$ cat config.mk
export PLATFORM = sky130hd
export DESIGN_NAME = irq_gather
export DESIGN_NICKNAME = d
export VERILOG_FILES = /design/src/rtl/irqg_pkg.sv /design/src/rtl/irqg_sync.sv /design/src/rtl/irqg_capture.sv /design/src/rtl/irqg_msg.sv /design/src/rtl/irq_gather.sv
export SDC_FILE = /design/constraint.sdc
export NUM_CORES = 1
export LEC_CHECK = 0
export ABC_AREA = 1
export BUFFER_PORTS_ARGS = -buffer_cell sky130_fd_sc_hd__buf_2
export CAP_MARGIN = 40
export CORE_ASPECT_RATIO = 0.5
export CORE_UTILIZATION = 30
export CTS_BUF_LIST = sky130_fd_sc_hd__clkbuf_8
export CTS_CLUSTER_SIZE = 16
export DETAILED_ROUTE_END_ITERATION = 10
export SYNTH_ARGS = -nofsm -noshare
export SYNTH_HDL_FRONTEND = slang
export SYNTH_SLANG_ARGS = --single-unit
$ cat constraint.sdc
create_clock -name clk -period 1.99 [get_ports clk]
set_input_delay 0.0995 -clock clk [delete_from_list [all_inputs] [get_ports clk]]
set_output_delay 0.0995 -clock clk [all_outputs]
set_load 0.03 [all_outputs]
$ cat src/rtl/irqg_pkg.sv
package irqg_pkg;
  localparam int LINES      = 11;
  localparam int WORD_W     = 32;
  localparam logic [LINES-1:0] IMPL_MASK = 11'h5FF;
  localparam int OFS_TARGET = 'h004;
  localparam int OFS_REQ    = 'h00C;
  localparam int OFS_MASK   = 'h018;
  localparam int OFS_PEND   = 'h01C;
  localparam int OFS_CTRL   = 'h024;
  localparam int OFS_LIVE   = 'h028;
endpackage

$ cat src/rtl/irqg_sync.sv
module irqg_sync #(
  parameter int W      = 11,
  parameter int STAGES = 2
) (
  input  logic         clk,
  input  logic         rst_n,
  input  logic [W-1:0] d,
  output logic [W-1:0] q
);
  // STAGES must be at least 2
  generate
    for (genvar b = 0; b < W; b++) begin : g_bit
      logic [STAGES-1:0] chain;
      always_ff @(posedge clk or negedge rst_n) begin
        if (!rst_n) chain <= '0;
        else        chain <= {chain[STAGES-2:0], d[b]};
      end
      assign q[b] = chain[STAGES-1];
    end
  endgenerate
endmodule

$ cat src/rtl/irqg_capture.sv
module irqg_capture #(
  parameter int W = 11
) (
  input  logic         clk,
  input  logic         rst_n,
  input  logic [W-1:0] level,
  input  logic [W-1:0] mask,
  input  logic         enable,
  input  logic         clr_req,
  input  logic         clr_pend,
  output logic [W-1:0] edge_vec,
  output logic [W-1:0] req_q,
  output logic [W-1:0] pend_q
);
  logic [W-1:0] prev_q;

  assign edge_vec = level & ~prev_q & mask & {W{enable}};

  always_ff @(posedge clk or negedge rst_n) begin
    if (!rst_n) begin
      prev_q <= '0;
      req_q  <= '0;
      pend_q <= '0;
    end else begin
      prev_q <= level;
      req_q  <= (clr_req  ? '0 : req_q)  | edge_vec;
      pend_q <= (clr_pend ? '0 : pend_q) | edge_vec;
    end
  end
endmodule

$ cat src/rtl/irqg_msg.sv
module irqg_msg #(
  parameter int WORD_W     = 32,
  parameter int MSG_DATA_W = 5
) (
  input  logic              clk,
  input  logic              rst_n,
  input  logic              fire,
  input  logic [WORD_W-1:0] target,
  input  logic              ready,
  output logic              valid,
  output logic [WORD_W-1:0] addr,
  output logic [WORD_W-1:0] data
);
  localparam logic [WORD_W-1:0] LOW_MASK = (WORD_W'(1) << MSG_DATA_W) - WORD_W'(1);

  always_ff @(posedge clk or negedge rst_n) begin
    if (!rst_n) begin
      valid <= 1'b0;
      addr  <= '0;
      data  <= '0;
    end else if (fire && (!valid || ready)) begin
      valid <= 1'b1;
      addr  <= target & ~LOW_MASK;
      data  <= target & LOW_MASK;
    end else if (ready) begin
      valid <= 1'b0;
    end
  end
endmodule

$ cat src/rtl/irq_gather.sv
module irq_gather
  import irqg_pkg::*;
#(
  parameter int ADDR_W      = 12,
  parameter int MSG_DATA_W  = 5,
  parameter int SYNC_STAGES = 2
) (
  input  logic              clk,
  input  logic              rst_n,
  input  logic [LINES-1:0]  irq_in,
  input  logic              reg_sel,
  input  logic              reg_wr,
  input  logic [ADDR_W-1:0] reg_addr,
  input  logic [WORD_W-1:0] reg_wdata,
  output logic [WORD_W-1:0] reg_rdata,
  output logic              msg_valid,
  input  logic              msg_ready,
  output logic [WORD_W-1:0] msg_addr,
  output logic [WORD_W-1:0] msg_data
);
  localparam int PAD = WORD_W - LINES;

  logic [LINES-1:0]  sync_lvl, live, edge_vec, req_q, pend_q, mask_q;
  logic [WORD_W-1:0] target_q, rd_mux;
  logic              ctrl_en, rd_hit, wr_hit, rd_req, rd_pend;

  assign rd_hit  = reg_sel && !reg_wr;
  assign wr_hit  = reg_sel && reg_wr;
  assign rd_req  = rd_hit && (reg_addr == ADDR_W'(OFS_REQ));
  assign rd_pend = rd_hit && (reg_addr == ADDR_W'(OFS_PEND));

  irqg_sync #(.W(LINES), .STAGES(SYNC_STAGES)) u_sync (
    .clk(clk), .rst_n(rst_n), .d(irq_in), .q(sync_lvl)
  );

  assign live = sync_lvl & IMPL_MASK;

  irqg_capture #(.W(LINES)) u_cap (
    .clk(clk), .rst_n(rst_n), .level(live), .mask(mask_q),
    .enable(ctrl_en), .clr_req(rd_req), .clr_pend(rd_pend),
    .edge_vec(edge_vec), .req_q(req_q), .pend_q(pend_q)
  );

  irqg_msg #(.WORD_W(WORD_W), .MSG_DATA_W(MSG_DATA_W)) u_msg (
    .clk(clk), .rst_n(rst_n), .fire(|edge_vec), .target(target_q),
    .ready(msg_ready), .valid(msg_valid), .addr(msg_addr), .data(msg_data)
  );

  always_ff @(posedge clk or negedge rst_n) begin
    if (!rst_n) begin
      target_q <= '0;
      mask_q   <= '0;
      ctrl_en  <= 1'b0;
    end else if (wr_hit) begin
      if (reg_addr == ADDR_W'(OFS_TARGET)) target_q <= reg_wdata;
      if (reg_addr == ADDR_W'(OFS_MASK))   mask_q   <= reg_wdata[LINES-1:0] & IMPL_MASK;
      if (reg_addr == ADDR_W'(OFS_CTRL))   ctrl_en  <= reg_wdata[0];
    end
  end

  always_comb begin
    rd_mux = '0;
    if      (reg_addr == ADDR_W'(OFS_TARGET)) rd_mux = target_q;
    else if (reg_addr == ADDR_W'(OFS_REQ))    rd_mux = {{PAD{1'b0}}, req_q};
    else if (reg_addr == ADDR_W'(OFS_MASK))   rd_mux = {{PAD{1'b0}}, mask_q};
    else if (reg_addr == ADDR_W'(OFS_PEND))   rd_mux = {{PAD{1'b0}}, pend_q};
    else if (reg_addr == ADDR_W'(OFS_CTRL))   rd_mux = {{(WORD_W-1){1'b0}}, ctrl_en};
    else if (reg_addr == ADDR_W'(OFS_LIVE))   rd_mux = {{PAD{1'b0}}, live};
  end

  always_ff @(posedge clk or negedge rst_n) begin
    if (!rst_n)      reg_rdata <= '0;
    else if (rd_hit) reg_rdata <= rd_mux;
  end
endmodule

==> summary.md, run 1 <==
| Metric | Value |
|---|---|
| Grt met3 use | 0.03661 |
| Largest fanout on the critical path | 28 |
| Power Dens Cells | 825.0 mW/mm2 |
| Gr busiest metal | met2 |
| Die area | 0.02257 mm2 |
| DR iter-0 viols | 341 |
| Resize count post-CTS | 0 |
| CTS tree | yes |
| Worst path most repeated cell | nand2_1 |
| Tmin final | 1.703 ns |
| Tot Pwr | 6.890 mW |
| Status | completed |
| GRT met1 Usage | 0.1850 |
| Input/output buffers | 123 |
| Final GP Congestion | 0.7807 |
| Post-route DRC | 0 |
| Crit path depth | 10 |
| Mapped Cells | 685 |
| Remaining antenna violation count after routing | 0 |
| Actual slew at the worst max-slew pin | 0.6306 ns |
| Area Growth Syn to Fin | 26.90% |
| Crit path max-delay family | simple AND/OR/NAND/NOR gates |
| CP required | 2.37 ns |
| Number of max-cap violations | 0 |
| Cell accounting for the most synthesized area | dfrtp_1 |
| Ant diodes | 0 |
| Slowest CP cell | dfrtp_1 |
| Nets | 917 |
| Synth async-reset ratio | 1.000 |
| Clock sinks | 158 |
| Reg2reg path depth | 10 |
| DR pass1 iterations | 4 |
| CP endpoint kind | register |
| Max Slew Vio Count | 0 |
| Die X | 211.5 um |
| Hold Path Stages | 5 |
| Worst skew pair latency | 0.45 ns |
| Global route overflow | 0 |
| Final setup viols | 0 |
| Hold Slack | 0.07598 ns |
| Post-Syn Area per Cell | 9.608 um2 |
| First-pass GRT wire length | 25,620 um |
| Clk_skew | 0.01409 ns |
| Delay of the slowest cell on the worst path | 0.48 ns |
| Ports | 157 |
| Final Hold Viols | 0 |
| Synth area leaders | dfrtp_1 (60%), nand2_1 (10%), buf_4 (3.7%), inv_1 (3.4%), nand3_1 (3.0%) |
| Register area share after synthesis | 0.6008 |
| Synth Warn # | 0 |
| Setup TNS | 0 ns |
| Post-synth EDFFs | 0 |
| Reg clk slew, reported paths | 0.09 ns |
| Initial Util | 0.3131 |
| Gr usage total | 0.1473 |
| Layout cells sized above 1 | 0.2494 |
| Synth top area share | 0.6008 |
| Final HPWL DP | 10,700 um |
| Wirelength per Cell | 13.46 um |
| Ys flop type | dfrtp_1 |
| Initial antenna violation count | 0 |
| Leak | 4.278 nW |
| TritonCTS Buffers | 17 |
| Crit-path cells | inv_2 -> nor2_1 -> nand3_2 -> nand2_1 -> nor2_2 -> nand4_4 -> nand2_4 -> buf_12 -> nand2_1 -> o21ai_2 |
| Hold Crit Class | in -> reg |
| Number of global-route vias before repair | 5,105 |
| Crit share post-route | 0.8558 |
| Via count | 4,997 |
| Met2 Usage GRT | 0.2422 |
| Core ar. | 0.02102 mm2 |
| DIE HEIGHT | 106.7 um |
| Worst IR Drop VDD | 0.3940 mV |
| CTS H-tree lvls | 4 |
| Max Freq | 587.2 MHz |
| Clock Path Buffers | 2 |
| CTS root buf | clkbuf_8 |
| Final wirelength | 15,640 um |
| CP Launch Type | register |
| Mapped cell area | 0.006581 mm2 |
| Unrepaired setup endpoints after global routing | false |
| Yosys reg bits | 158 |
| Rel. slew slack | 0.5796 |
| Largest net degree at the start of global routing | 65 |
| Crit Path Category | reg -> reg |
| Layout filler cell count | 2,117 |
| WP buf/inv | 2 |
| Via density | 4.300 |
| CP arrival | 2.08 ns |
| Number of library cell types mapped by synthesis | 27 |
| Rows | 37 |
[per-layer routing]
metal / wire length (um) / share of wire / vias up
met5: 0 / 0 / -
met4: 298 / 0.019 / 0
met3: 582 / 0.037 / 24
met2: 7667 / 0.49 / 106
met1: 7090 / 0.45 / 2380
li1: - / - / 2487
[cell type report]
cell class | instances | area, um2 | area share
Sequential cell | 158 | 3954 | 0.4734
Multi-Input combinational cell | 436 | 2113 | 0.2530
Timing Repair Buffer | 182 | 1210 | 0.1449
Tap cell | 292 | 365.4 | 0.04375
Clock inverter | 15 | 242.7 | 0.02906
Clock buffer | 17 | 234.0 | 0.02801
Inverter | 62 | 232.7 | 0.02787
[synth_stat cells (2+ instances only)]
library cell / count
o21ai_0: 29
buf_8: 2
nor2_2: 6
buf_4: 32
buf_6: 3
dfrtp_1: 158
nand3_2: 5
nand2_2: 8
nand4_1: 13
nand3_1: 40
clkbuf_1: 17
o21ai_2: 22
inv_1: 60
o21ai_1: 12
o31ai_1: 22
nand2_1: 182
nor3_2: 3
buf_2: 6
nor2_1: 35
a21oi_1: 23
[worst paths after layout]
kind / startpoint / endpoint / slack (ns)
setup / recovery: ctrl_en$_DFFE_PN0P_ / u_msg.addr[26]$_DFFE_PN0P_ / 0.29
hold / removal: msg_ready / u_msg.valid$_DFFE_PN0P_ / 0.08
setup reg to reg: ctrl_en$_DFFE_PN0P_ / u_msg.addr[26]$_DFFE_PN0P_ / 0.29
hold reg to reg: u_sync.g_bit[8].chain[0]$_DFF_PN0_ / u_sync.g_bit[8].chain[1]$_DFF_PN0_ / 0.35
max in group asynchronous: rst_n / u_cap.prev_q[2]$_DFF_PN0_ / 1.11
min in group asynchronous: rst_n / u_sync.g_bit[8].chain[0]$_DFF_PN0_ / 0.13
[cell families (layout without fill, tap and decap cells)]
| family | count (synthesis) | after routing | share of synthesized area |
|---|---|---|---|
| and+or+nand+nor | 296 | 296 | 0.1998 |
| buffers and inverters | 122 | 276 | 0.09582 |
| DFF | 158 | 158 | 0.6008 |
| AOI/OAI and AO/OA | 108 | 108 | 0.1030 |
| other | 1 | 32 | 0.0005698 |
[report_power, final]
part           total (mW)  leakage, nW  internal, mW  switching, mW
sequential           3.36         1.91          3.31         0.0547
combinational       0.666         2.12         0.217          0.449
clock                2.86        0.250          1.62           1.24
[timing repair]
| action | CTS | global route |
|---|---|---|
| endpoints found under the hold margin | 151 | 0 |
| hold buffers | 43 | 0 |
| setup buffers | 0 | 0 |
| setup endpoints to repair | 0 | 0 |
[per-stage QoR]
step	setup slack, ns	cell area (um2)	util	instances
6_report	0.2870	8352	0.3974	1162
5_1_grt	0.1595	8352	0.3974	1162
4_1_cts	0.2928	8352	0.3974	1162
3_5_place_dp	0.3102	7445	0.3542	1087
3_3_place_gp	0.3190	7445	0.3542	1087
2_1_floorplan	0.5784	6698	-	716
[registers in the layout, summed over array words and instances (netlist names)]
register,cells
u_sync.g_bit.chain,20
u_cap.prev_q,10
ctrl_en,1
u_cap.req_q,10
reg_rdata,32
u_msg.addr,27
u_msg.data,5
u_msg.valid,1
u_cap.pend_q,10
target_q,32
mask_q,10
[placed cells by master, fill, tap and decap left out]
| cell | instances |
|---|---|
| nand3_2 | 5 |
| dlygate4sd3_1 | 43 |
| nor2_4 | 1 |
| inv_1 | 62 |
| buf_6 | 1 |
| nand4_4 | 1 |
| o21ai_2 | 22 |
| clkinv_4 | 2 |
| nand2_4 | 1 |
| dfrtp_1 | 158 |
| nand2_2 | 8 |
| nand3_1 | 40 |
| nor3_2 | 3 |
| nand3b_1 | 1 |
| nor2_1 | 35 |
| nand4_1 | 13 |
| buf_2 | 122 |
| clkbuf_8 | 17 |
| o21ai_1 | 12 |
| inv_6 | 2 |
| bufinv_16 | 6 |
| nand2_1 | 182 |
| conb_1 | 32 |
| buf_4 | 13 |
| clkinv_1 | 1 |
| clkinv_2 | 1 |
| o21ai_0 | 29 |
| inv_2 | 2 |
| o31ai_1 | 22 |
| inv_8 | 1 |
| buf_12 | 3 |
| nor2_2 | 6 |
| a21oi_1 | 23 |
[worst reg2reg max path: stages, from the launching register on]
cell and delay (ns):
dfrtp_1 0.48, inv_2 0.19, nor2_1 0.08, nand3_2 0.08, nand2_1 0.07, nor2_2 0.15
nand4_4 0.12, nand2_4 0.11, buf_12 0.19, nand2_1 0.11, o21ai_2 0.05
Power figures use the tool's default switching activity.
==> inputs of run 2 (changes only) <==
--- a/config.mk
+++ b/config.mk
@@ -8,7 +8,7 @@
 export ABC_AREA = 1
 export BUFFER_PORTS_ARGS = -buffer_cell sky130_fd_sc_hd__buf_2
 export CAP_MARGIN = 40
-export CORE_ASPECT_RATIO = 0.5
+export CORE_ASPECT_RATIO = 1.4
 export CORE_UTILIZATION = 30
 export CTS_BUF_LIST = sky130_fd_sc_hd__clkbuf_8
 export CTS_CLUSTER_SIZE = 16
==> constraint.sdc (replaced) <==
create_clock -name clk -period 1.55 [get_ports clk]
set_input_delay 0.0775 -clock clk [delete_from_list [all_inputs] [get_ports clk]]
set_output_delay 0.0775 -clock clk [all_outputs]
set_load 0.03 [all_outputs]
==> run 2 against run 1 <==
Effect of this change:
- global-route usage grew 0.76 points
- hold slack got worse by 0.012 ns
- critical path depth is the same
- utilization grew 1.3 points
- register-to-register slack worse by 0.28 ns
- combinational power up 34%
- first-iteration DRC count is 24% lower
- clock skew is 0.0029 ns higher
- design area grew 5.0%
- largest cell class unchanged
==> summary.md, run 2 (synthesis results as in run 1) <==
| Metric | Value |
|---|---|
| Hold Slack | 0.06391 ns (was 0.07598 ns) |
| Cells after DPL | 1,108 (was 1,087) |
| Setup TNS | 0 ns (unchanged) |
| Global route overflow | 0 (unchanged) |
| Crit share post-route | 0.9963 (was 0.8558) |
| Number of global-route vias before repair | 5,063 (was 5,105) |
| Final setup viols | 0 (unchanged) |
| Cell-internal power | 5.920 mW (was 5.150 mW) |
| Final GP Congestion | 0.8177 (was 0.7807) |
| CP required | 1.91 ns (was 2.37 ns) |
| CP Launch Type | register (unchanged) |
| Crit Path Category | reg -> reg (unchanged) |
| Input/output buffers | 123 (unchanged) |
| CTS root buf | clkbuf_8 (unchanged) |
| Hold Path Stages | 5 (unchanged) |
| Max Slew Vio Count | 0 (unchanged) |
| Area Growth Syn to Fin | 33.23% (was 26.90%) |
| WP buf/inv | 2 (unchanged) |
| Core ar. | 0.02136 mm2 (was 0.02102 mm2) |
| Leak | 4.438 nW (was 4.278 nW) |
| Hold Crit Class | in -> reg (unchanged) |
| Slowest CP cell | dfrtp_2 (was dfrtp_1) |
| Final core utilization | 0.4105 (was 0.3974) |
| Clk_skew | 0.01698 ns (was 0.01409 ns) |
| Via density | 4.360 (was 4.300) |
| Final Hold Viols | 0 (unchanged) |
| Switching Power | 2.460 mW (was 1.740 mW) |
| Worst Setup SP | ctrl_en$_DFFE_PN0P_ (unchanged) |
| CP arrival | 1.90 ns (was 2.08 ns) |
| Top Registers | reg_rdata x32, target_q x32, u_msg.addr x27 (unchanged) |
| Crit-path cells | clkinv_4 -> nor2_4 -> nand3_2 -> nand2_2 -> nor2_4 -> nand4_4 -> nand2_8 -> clkbuf_16 -> nand2_2 -> nand2_1 (was inv_2 -> nor2_1 -> nand3_2 -> nand2_1 -> nor2_2 -> nand4_4 -> nand2_4 -> buf_12 -> nand2_1 -> o21ai_2) |
| CTS tree | yes (unchanged) |
| DIE HEIGHT | 177.3 um (was 106.7 um) |
| Number of max-cap violations | 0 (unchanged) |
| FF-to-FF End | u_msg.data[4]$_DFFE_PN0P_ (was u_msg.addr[26]$_DFFE_PN0P_) |
| Min-delay src | reg_sel (was msg_ready) |
| Status | completed (unchanged) |
| Worst IR Drop VDD | 0.6019 mV (was 0.3940 mV) |
| Initial antenna violation count | 0 (unchanged) |
| Clock Path Buffers | 2 (unchanged) |
| Final wirelength | 17,040 um (was 15,640 um) |
| Die X | 127.2 um (was 211.5 um) |
| Initial Util | 0.3081 (was 0.3131) |
| Layout Cells excl Fill | 1,190 (was 1,162) |
| Ports | 157 (unchanged) |
| DR iter-0 viols | 258 (was 341) |
| Comb power frac | 0.106 (was 0.097) |
| Switch share | 0.2936 (was 0.2525) |
| Reg2reg path depth | 10 (unchanged) |
| Tmin final | 1.544 ns (was 1.703 ns) |
| Die area | 0.02254 mm2 (was 0.02257 mm2) |
| Reg clk slew, reported paths | 0.09 ns (about the same) |
| Crit path max-delay family | simple AND/OR/NAND/NOR gates (unchanged) |
| Remaining antenna violation count after routing | 0 (unchanged) |
| Min-Delay Endpoint | ctrl_en$_DFFE_PN0P_ (was u_msg.valid$_DFFE_PN0P_) |
| TritonCTS Buffers | 17 (unchanged) |
| Final HPWL DP | 11,550 um (was 10,700 um) |
| Wirelength per Cell | 14.32 um (was 13.46 um) |
| Ant diodes | 0 (unchanged) |
| Gr usage total | 0.1549 (was 0.1473) |
| Worst skew pair latency | 0.47 ns (was 0.45 ns) |
| Clock sinks | 158 (unchanged) |
| CP endpoint kind | register (unchanged) |
| Delay of the slowest cell on the worst path | 0.45 ns (was 0.48 ns) |
| Power share of the sequential group | 0.519 (was 0.488) |
| Setup slack, reg-to-reg | 0.006 ns (was 0.29 ns) |
| Layout cells sized above 1 | 0.3163 (was 0.2494) |
| Max Freq | 647.6 MHz (was 587.2 MHz) |
| Largest net degree at the start of global routing | 75 (was 65) |
| Commonest non-fill, non-tap cell in the layout | dfrtp_1 (was nand2_1) |
| DR pass1 iterations | 4 (unchanged) |
| Rows | 63 (was 37) |
| CTS H-tree lvls | 4 (unchanged) |
| Via count | 5,188 (was 4,997) |
| Nets | 945 (was 917) |
| Most frequent cells in the layout | dfrtp_1 (157), nand2_1 (153), buf_2 (122) (was nand2_1 (182), dfrtp_1 (158), buf_2 (122)) |
| Clock power frac | 0.375 (was 0.415) |
| Unrepaired setup endpoints after global routing | true (was false) |
| Largest fanout on the critical path | 7 (was 28) |
| Tot Pwr | 8.380 mW (was 6.890 mW) |
| First-pass GRT wire length | 26,320 um (was 25,620 um) |
| Post-route DRC | 0 (unchanged) |
| Power Dens Cells | 955.7 mW/mm2 (was 825.0 mW/mm2) |
| R2R Path Start | ctrl_en$_DFFE_PN0P_ (unchanged) |
==> run 2: cell types whose count changed in the layout (fill, tap and decap cells not counted), sizes merged <==
cell      change
clkinvlp      +2
bufinv        -5
clkbuf        +3
clkinv        -1
inv           +4
buf          +25
==> run 2: final cells by class <==
class / instances / area [um2]
Clock buffer: 17 / 234.0
Clock inverter: 15 / 165.2
Fill cell: 2133 / 12590
Inverter: 62 / 237.7
Multi-Input combinational cell: 436 / 2260
Sequential cell: 158 / 3955
Tap cell: 292 / 365.4
Timing Repair Buffer: 210 / 1551
==> run 2: repair_timing <==
item | in CTS | in global routing
gates cloned | 0 | 4
resized for setup | 2 | 46
hold buffers | 43 | 0
pin swaps | 0 | 1
buffers inserted | 0 | 3
setup endpoints to repair | 24 | 33
endpoints found under the hold margin | 211 | 0
==> run 2: power by group through the flow <==
stage | Sequential (mW) | Clock, mW | Combinational, mW
after detailed placement | 4.41 | 0 | 0.792
final | 4.35 | 3.14 | 0.890
after floorplan | 4.57 | 0 | 0.349
after global placement | 4.41 | 0 | 0.781
after CTS | 4.33 | 3.25 | 0.876
after global routing | 4.36 | 3.42 | 0.964
==> run 2: worst register-to-register path: stages, from the launching register on <==
cell	delay, ns
dfrtp_2	0.45
clkinv_4	0.12
nor2_4	0.10
nand3_2	0.08
nand2_2	0.10
nor2_4	0.04
nand4_4	0.11
nand2_8	0.12
clkbuf_16	0.20
nand2_2	0.05
nand2_1	0.05
==> run 2: per-stage QoR <==
stage	setup WS, ns	cell area (um2)
after floorplan	0.1384	6698
final	0.005760	8768
after CTS	0.01408	8511
after global placement	0.02564	7677
after global routing	-0.09349	8768
after detailed placement	-0.003865	7677
==> run 2: metal layers <==
layer / part of all wire / wire (um) / GRT usage
met1: 0.41 / 7017 / 0.1764
met2: 0.54 / 9128 / 0.2823
met3: 0.040 / 680 / 0.03567
met4: 0.012 / 212 / 0.05357
met5: 0 / 0 / 0
==> run 2: how the worst max path moves through the flow <==
stage	slack, ns	endpoint	cells after the start
2_1_floorplan	0.14	u_msg.addr[11]$_DFFE_PN0P_	9
3_3_place_gp	0.03	u_msg.addr[25]$_DFFE_PN0P_	10
3_5_place_dp	-0.004	u_msg.addr[29]$_DFFE_PN0P_	10
4_1_cts	0.01	u_msg.addr[29]$_DFFE_PN0P_	10
5_1_grt	-0.09	u_msg.addr[30]$_DFFE_PN0P_	10
6_report	0.006	u_msg.data[4]$_DFFE_PN0P_	10
